## config.mk

```make
export PLATFORM = sky130hd
export DESIGN_NAME = rlw_update_engine
export DESIGN_NICKNAME = d
export VERILOG_FILES = /design/src/rtl/rlw_pkg.sv /design/src/rtl/rlw_divider.sv /design/src/rtl/rlw_adjust.sv /design/src/rtl/rlw_update_engine.sv
export SDC_FILE = /design/constraint.sdc
export NUM_CORES = 2
export LEC_CHECK = 0
export BUFFER_PORTS_ARGS = -buffer_cell sky130_fd_sc_hd__buf_4
export CAP_MARGIN = 0
export CORE_ASPECT_RATIO = 0.7
export CORE_MARGIN = 8
export CORE_UTILIZATION = 40
export DETAILED_ROUTE_END_ITERATION = 10
export PLACE_DENSITY_LB_ADDON = 0.05
export SYNTH_ARGS = -nofsm -noshare
export SYNTH_HDL_FRONTEND = slang
export SYNTH_SLANG_ARGS = --single-unit
```

## constraint.sdc

```tcl
create_clock -name clk -period 12.15 [get_ports clk]
set_input_delay 1.215 -clock clk [delete_from_list [all_inputs] [get_ports clk]]
set_output_delay 1.215 -clock clk [all_outputs]
set_load 0.01 [all_outputs]
```

## src/rtl/rlw_pkg.sv

```systemverilog
package rlw_pkg;

    typedef enum logic [2:0] {
        ST_IDLE,
        ST_SHARE_GO,
        ST_SHARE_WAIT,
        ST_ADJ,
        ST_NORM_GO,
        ST_NORM_WAIT,
        ST_FIN
    } rlw_state_e;

endpackage

```

## src/rtl/rlw_divider.sv

```systemverilog
module rlw_divider #(
    parameter int NUM_W = 35,
    parameter int DEN_W = 19
) (
    input  logic             clk,
    input  logic             rst_n,
    input  logic             go,
    input  logic [NUM_W-1:0] num,
    input  logic [DEN_W-1:0] den,
    output logic             fin,
    output logic [NUM_W-1:0] quo
);
    localparam int CNT_W = $clog2(NUM_W + 1);

    typedef struct packed {
        logic [NUM_W-1:0] q;
        logic [DEN_W-1:0] rem;
        logic [DEN_W-1:0] dv;
        logic [CNT_W-1:0] cnt;
        logic             act;
        logic             fin;
    } div_s;

    div_s cur_q, nxt_d;
    logic [DEN_W:0] trial, diff;
    logic           ge;

    always_comb begin
        nxt_d     = cur_q;
        nxt_d.fin = 1'b0;
        trial     = {cur_q.rem, cur_q.q[NUM_W-1]};
        diff      = trial - {1'b0, cur_q.dv};
        ge        = (trial >= {1'b0, cur_q.dv});
        if (go) begin
            nxt_d.q   = num;
            nxt_d.rem = '0;
            nxt_d.dv  = den;
            nxt_d.cnt = CNT_W'(NUM_W);
            nxt_d.act = 1'b1;
        end else if (cur_q.act) begin
            nxt_d.rem = ge ? diff[DEN_W-1:0] : trial[DEN_W-1:0];
            nxt_d.q   = {cur_q.q[NUM_W-2:0], ge};
            nxt_d.cnt = cur_q.cnt - 1'b1;
            if (cur_q.cnt == CNT_W'(1)) begin
                nxt_d.act = 1'b0;
                nxt_d.fin = 1'b1;
            end
        end
    end

    always_ff @(posedge clk) begin
        if (!rst_n) cur_q <= '0;
        else        cur_q <= nxt_d;
    end

    assign fin = cur_q.fin;
    assign quo = cur_q.q;
endmodule

```

## src/rtl/rlw_adjust.sv

```systemverilog
module rlw_adjust #(
    parameter int N     = 4,
    parameter int W     = 16,
    parameter int IDX_W = $clog2(N),
    parameter int RW    = W + $clog2(2 * N)
) (
    input  logic [2*N-1:0][W-1:0] wt,
    input  logic [IDX_W-1:0]      chosen,
    input  logic                  rcase,
    input  logic [W-1:0]          delta,
    input  logic [W-1:0]          share,
    output logic [2*N-1:0][W-1:0] adj,
    output logic [RW-1:0]         r_old,
    output logic [RW-1:0]         r_new
);
    for (genvar p = 0; p < N; p++) begin : g_port
        logic          sel;
        logic [W-1:0]  ex_inc, in_inc;
        logic [W:0]    ex_sum, in_sum;
        assign sel    = (chosen == IDX_W'(p));
        assign ex_inc = rcase ? (sel ? delta : '0) : (sel ? '0 : share);
        assign in_inc = rcase ? (sel ? '0 : share) : (sel ? delta : '0);
        assign ex_sum = {1'b0, wt[p]} + {1'b0, ex_inc};
        assign in_sum = {1'b0, wt[N+p]} + {1'b0, in_inc};
        assign adj[p]   = ex_sum[W] ? '1 : ex_sum[W-1:0];
        assign adj[N+p] = in_sum[W] ? '1 : in_sum[W-1:0];
    end

    always_comb begin
        r_old = '0;
        r_new = '0;
        for (int i = 0; i < 2 * N; i++) begin
            r_old = r_old + RW'(wt[i]);
            r_new = r_new + RW'(adj[i]);
        end
    end
endmodule

```

## src/rtl/rlw_update_engine.sv

```systemverilog
module rlw_update_engine
    import rlw_pkg::*;
#(
    parameter  int N_PORTS   = 4,
    parameter  int WIDTH     = 16,
    parameter  int AVG_SHIFT = 2,
    localparam int IDX_W     = $clog2(N_PORTS)
) (
    input  logic                       clk,
    input  logic                       rst_n,
    input  logic                       start,
    input  logic [WIDTH-1:0]           reward,
    input  logic [IDX_W-1:0]           chosen_port,
    input  logic [WIDTH-1:0]           thr_in,
    input  logic [N_PORTS*WIDTH-1:0]   wex_in,
    input  logic [N_PORTS*WIDTH-1:0]   win_in,
    output logic                       busy,
    output logic                       done,
    output logic [WIDTH-1:0]           thr_out,
    output logic [N_PORTS*WIDTH-1:0]   wex_out,
    output logic [N_PORTS*WIDTH-1:0]   win_out
);
    localparam int NW     = 2 * N_PORTS;
    localparam int SLOT_W = $clog2(NW);
    localparam int RW     = WIDTH + SLOT_W;
    localparam int DNW    = WIDTH + RW;

    typedef logic [NW-1:0][WIDTH-1:0] wt_t;

    typedef struct packed {
        rlw_state_e        st;
        wt_t               wt;
        logic [WIDTH-1:0]  thr;
        logic [WIDTH-1:0]  delta;
        logic [WIDTH-1:0]  share;
        logic              rcase;
        logic [IDX_W-1:0]  chosen;
        logic [RW-1:0]     r_old;
        logic [RW-1:0]     r_new;
        logic [SLOT_W-1:0] slot;
    } eng_s;

    eng_s cur_q, nxt_d;

    wt_t            adj_wt, wt_now;
    logic [RW-1:0]  r_old_c, r_new_c;
    logic           div_go, div_fin;
    logic [DNW-1:0] div_num, div_quo;
    logic [RW-1:0]  div_den;
    logic [WIDTH-1:0] norm_w;

    assign wt_now = cur_q.wt;

    rlw_adjust #(.N(N_PORTS), .W(WIDTH), .IDX_W(IDX_W), .RW(RW)) u_adj (
        .wt    (cur_q.wt),
        .chosen(cur_q.chosen),
        .rcase (cur_q.rcase),
        .delta (cur_q.delta),
        .share (cur_q.share),
        .adj   (adj_wt),
        .r_old (r_old_c),
        .r_new (r_new_c)
    );

    rlw_divider #(.NUM_W(DNW), .DEN_W(RW)) u_div (
        .clk  (clk),
        .rst_n(rst_n),
        .go   (div_go),
        .num  (div_num),
        .den  (div_den),
        .fin  (div_fin),
        .quo  (div_quo)
    );

    always_comb begin
        if (cur_q.st == ST_SHARE_GO) begin
            div_num = DNW'(cur_q.delta);
            div_den = RW'(N_PORTS - 1);
        end else begin
            div_num = DNW'(cur_q.wt[cur_q.slot]) * DNW'(cur_q.r_old);
            div_den = cur_q.r_new;
        end
        norm_w = (|div_quo[DNW-1:WIDTH]) ? '1 : div_quo[WIDTH-1:0];
    end

    always_comb begin
        nxt_d  = cur_q;
        div_go = 1'b0;
        case (cur_q.st)
            ST_IDLE: if (start) begin
                for (int p = 0; p < N_PORTS; p++) begin
                    nxt_d.wt[p]         = wex_in[p*WIDTH +: WIDTH];
                    nxt_d.wt[N_PORTS+p] = win_in[p*WIDTH +: WIDTH];
                end
                nxt_d.thr    = thr_in - (thr_in >> AVG_SHIFT) + (reward >> AVG_SHIFT);
                nxt_d.rcase  = (reward >= thr_in);
                nxt_d.delta  = (reward >= thr_in) ? reward - thr_in : thr_in - reward;
                nxt_d.chosen = chosen_port;
                nxt_d.st     = ST_SHARE_GO;
            end
            ST_SHARE_GO: begin
                div_go   = 1'b1;
                nxt_d.st = ST_SHARE_WAIT;
            end
            ST_SHARE_WAIT: if (div_fin) begin
                nxt_d.share = div_quo[WIDTH-1:0];
                nxt_d.st    = ST_ADJ;
            end
            ST_ADJ: begin
                nxt_d.wt    = adj_wt;
                nxt_d.r_old = r_old_c;
                nxt_d.r_new = r_new_c;
                nxt_d.slot  = '0;
                nxt_d.st    = (r_new_c == '0) ? ST_FIN : ST_NORM_GO;
            end
            ST_NORM_GO: begin
                div_go   = 1'b1;
                nxt_d.st = ST_NORM_WAIT;
            end
            ST_NORM_WAIT: if (div_fin) begin
                nxt_d.wt[cur_q.slot] = norm_w;
                if (cur_q.slot == SLOT_W'(NW - 1)) nxt_d.st = ST_FIN;
                else begin
                    nxt_d.slot = cur_q.slot + 1'b1;
                    nxt_d.st   = ST_NORM_GO;
                end
            end
            ST_FIN:  nxt_d.st = ST_IDLE;
            default: nxt_d.st = ST_IDLE;
        endcase
    end

    always_ff @(posedge clk) begin
        if (!rst_n) begin
            cur_q    <= '0;
            cur_q.st <= ST_IDLE;
        end else begin
            cur_q <= nxt_d;
        end
    end

    for (genvar p = 0; p < N_PORTS; p++) begin : g_out
        assign wex_out[p*WIDTH +: WIDTH] = cur_q.wt[p];
        assign win_out[p*WIDTH +: WIDTH] = cur_q.wt[N_PORTS+p];
    end

    assign thr_out = cur_q.thr;
    assign busy    = (cur_q.st != ST_IDLE);
    assign done    = (cur_q.st == ST_FIN);
endmodule

```

==> metrics.txt <==
outcome=completed; YS warnings=0; Worst Setup End Kind=flip-flop; worst reg2reg path startpoint=cur_q[41]$_SDFFE_PN0P_; area of the mapped netlist=0.04397 mm²; power density cells=155.4 mW/mm²; initial antenna violation count=19; All-Layer GR Usage=33.15%; vias in the first global route=40141; MaxCap Viol Count=0; Worst Min Path Start=thr_out[3]$_SDFFE_PN0P_; syn_area_per_cell=7.720 µm²; Slew Limit Fails=0; Die ar.=0.1210 mm²; PnR worst setup slack=1.680 ns; Critical Path Start Type=flip-flop; post-synthesis cell count=5696; ANT nets after route=0; worst hold path depth=2; first-pass GRT wire length=296100 µm; Final Critical Period=10.47 ns; Final nets=6660; CTS HTree Levels=2; final WL=206400 µm; post-CTS resize count=0; core area=0.1087 mm²; Leakage=0.02160 µW; capturing point of the worst reg2reg path=cur_q[221]$_SDFFE_PN0P_; crit-path most repeated cell=fa_1; critical path type=reg2reg; First-pass DRT Iterations=6; routed vias/inst=5.971; area grow syn2layout=9.638%; Clock Sinks=304; critical-path maximum fanout=17; grt total ovfl=0; Final Hold Viols=0; DR vias=42815; Hold Path End=thr_out[3]$_SDFFE_PN0P_; Main synth FF type=dfxtp_1; EDFF count, synth=0; port bufs=310; final setup fails=0; CP arrival=10.99 ns; dpl ws=1.978 ns; Syn Nets=6663; Max transition margin=18.37%; HPWL after DPL=162100 µm; Crit-path slowest cell=o41ai_1; hold_buf cts=0; Initial Utilization=40.46%; part of the Yosys area used for sequential elements=13.84%; largest net degree at the start of global routing=84; Setup Skew=0.05250 ns; RSZ-0062 raised after global routing=false; HP Class=reg2reg; Die W=412.3 µm; Max stage delay on crit path=0.66 ns; Peak supply drop=184.8 µV; later-pin clock latency in the skew report=0.63 ns; num rows=101; Seq cells post-synth=304; RePlAce Congestion=1.041; violation count after the first detailed-route iteration=5716; CTS Buf Count=39; setup slack on the worst flop-to-flop path=1.68 ns; IO Count=311; FMAX=95.51 MHz; setup TNS=0 ns; Cell variety after synth=86; chip height=293.4 µm; Worst Tran Pin Value=1.223 ns; CP required=12.67 ns; post-detailed-route wirelength per cell=28.79 µm; Root Driver=clkbuf_16; Post-CTS Setup Bufs=0; R2R cell count=38; CTS max path bufs=3; CTS tree=done; detailed-route DRC error count=0; Tcrit/Tclk final=86.18%; Post-synth ARST share=0%; ratio of cells with drive above 1 in the final layout=10.75%; clock-pin slew on the worst setup and hold paths=0.07 ns
-- state kept, by name (all words and copies together) (netlist names) --
name,cells
u_div.fin,1
cur_q,79
win_out,64
u_div.quo,35
thr_out,16
u_div.cur_q,45
wex_out,64
-- cells by family (layout without fill, tap and decap cells) --
logic type               Yosys count  after routing  share of synthesized area (%)
adder cells (fa/ha/maj)          802            802                          29.97
other                              0              6                              0
flip-flops                       304            304                          13.84
XOR/XNOR                         204            204                          4.063
multiplexers                      51             51                          1.175
buffers and inverters           1097           1123                          10.64
AND/OR/NAND/NOR                 1647           1647                          17.38
AO/OA/AOI/OAI                   1591           1591                          22.93
-- synthesized netlist by cell type, types with 35 or more instances --
cell | count | area, µm²
a211oi_1 | 62 | 465.5
a22oi_1 | 60 | 450.4
o21ai_0 | 433 | 2167
nand2b_1 | 71 | 444.2
a21o_1 | 104 | 780.8
or3_1 | 35 | 219.0
inv_1 | 597 | 2241
a21oi_1 | 470 | 2352
nor2b_1 | 89 | 556.8
dfxtp_1 | 304 | 6086
fa_1 | 419 | 8388
o21a_1 | 47 | 352.8
buf_1 | 39 | 146.4
nor3_1 | 54 | 270.3
nor2_1 | 377 | 1415
and2_1 | 64 | 400.4
xor2_1 | 72 | 630.6
nand2_1 | 605 | 2271
mux2i_1 | 46 | 460.4
clkbuf_1 | 309 | 1160
nand3_1 | 184 | 920.9
a31oi_1 | 36 | 225.2
a221oi_1 | 146 | 1279
buf_4 | 145 | 1089
ha_1 | 383 | 4792
xnor2_1 | 132 | 1156
-- metrics by stage --
step | power (µW) | instances | hold WS [ns] | area (µm²) | utilization, %
after global placement | 6066 | 7094 | 0.4449 | 46890 | 43.15
after CTS | 7374 | 7164 | 0.4520 | 48190 | 44.34
after floorplan | 4458 | 5696 | 0.4199 | 43970 | -
after global routing | 8008 | 7164 | 0.4746 | 48190 | 44.34
final | 7490 | 7170 | 0.4495 | 48210 | 44.36
after detailed placement | 6079 | 7094 | 0.4440 | 46890 | 43.15
-- routing by layer --
layer	GRT usage (%)	share of wire (%)
met3	10.08	12
met1	49.66	46
met5	0	0.0063
met2	45.49	39
met4	8.680	3.0
-- worst max-delay path by stage --
stage,from,to,depth (start not counted)
after CTS,cur_q[41]$_SDFFE_PN0P_,cur_q[21]$_SDFFE_PN0N_,40
final,cur_q[41]$_SDFFE_PN0P_,cur_q[221]$_SDFFE_PN0P_,38
after floorplan,cur_q[43]$_SDFFE_PN0P_,cur_q[21]$_SDFFE_PN0N_,44
after global routing,cur_q[41]$_SDFFE_PN0P_,cur_q[21]$_SDFFE_PN0N_,40
after detailed placement,cur_q[41]$_SDFFE_PN0P_,cur_q[21]$_SDFFE_PN0N_,40
after global placement,cur_q[41]$_SDFFE_PN0P_,cur_q[21]$_SDFFE_PN0N_,40
-- final cells by class --
type,count,area (µm²)
clock buffer,52,1076
antenna,6,15.01
clock inverter,18,227.7
timing repair buffer,456,3423
fill,11199,60470
tap,1442,1804
inverter,597,2243
multi-input combinational,4295,33330
sequential,304,6091
-- where the power goes --
group | leakage (µW) | switching (µW) | internal (µW) | total (µW)
clock network | 0.000636 | 553 | 713 | 1270
registers | 0.00249 | 205 | 1090 | 1290
logic | 0.0185 | 3060 | 1870 | 4930
total | 0.0216 | 3820 | 3670 | 7490
-- critical path: cells and delay by family, from the launching register on --
family	cells	cell delay (ns)
adder cells (fa/ha/maj)	8	3.40
AO/OA/AOI/OAI	15	3.35
AND/OR/NAND/NOR	9	2.50
flip-flops	1	0.47
XOR/XNOR	2	0.42
buffers and inverters	4	0.19
-- cell usage in the layout, fill, tap and decap left out, types with 10 or more instances in the layout --
cell / netlist / routed
o21bai_1: 28 / 28
nor2_1: 377 / 368
o21ai_0: 433 / 433
xnor2_1: 132 / 132
nand2b_1: 71 / 71
fa_1: 419 / 419
nor4_1: 15 / 15
a21o_1: 104 / 104
a221oi_1: 146 / 146
a211o_1: 11 / 11
o21a_1: 47 / 47
inv_1: 597 / 596
buf_4: 145 / 456
dfxtp_1: 304 / 302
o31ai_1: 19 / 19
and3_1: 34 / 32
a211oi_1: 62 / 62
a21oi_1: 470 / 469
or3_1: 35 / 35
clkbuf_16: 0 / 40
nor3_1: 54 / 52
o221ai_1: 12 / 12
a21boi_0: 10 / 10
nand3_1: 184 / 184
nand2_1: 605 / 604
nand4_1: 34 / 34
a31oi_1: 36 / 36
and2_1: 64 / 63
xor2_1: 72 / 72
o211ai_1: 20 / 20
or2_2: 34 / 34
mux2i_1: 46 / 46
o211a_1: 18 / 18
o22ai_1: 24 / 23
nor2b_1: 89 / 87
a22oi_1: 60 / 60
ha_1: 383 / 383
Power figures use the tool's default switching activity.
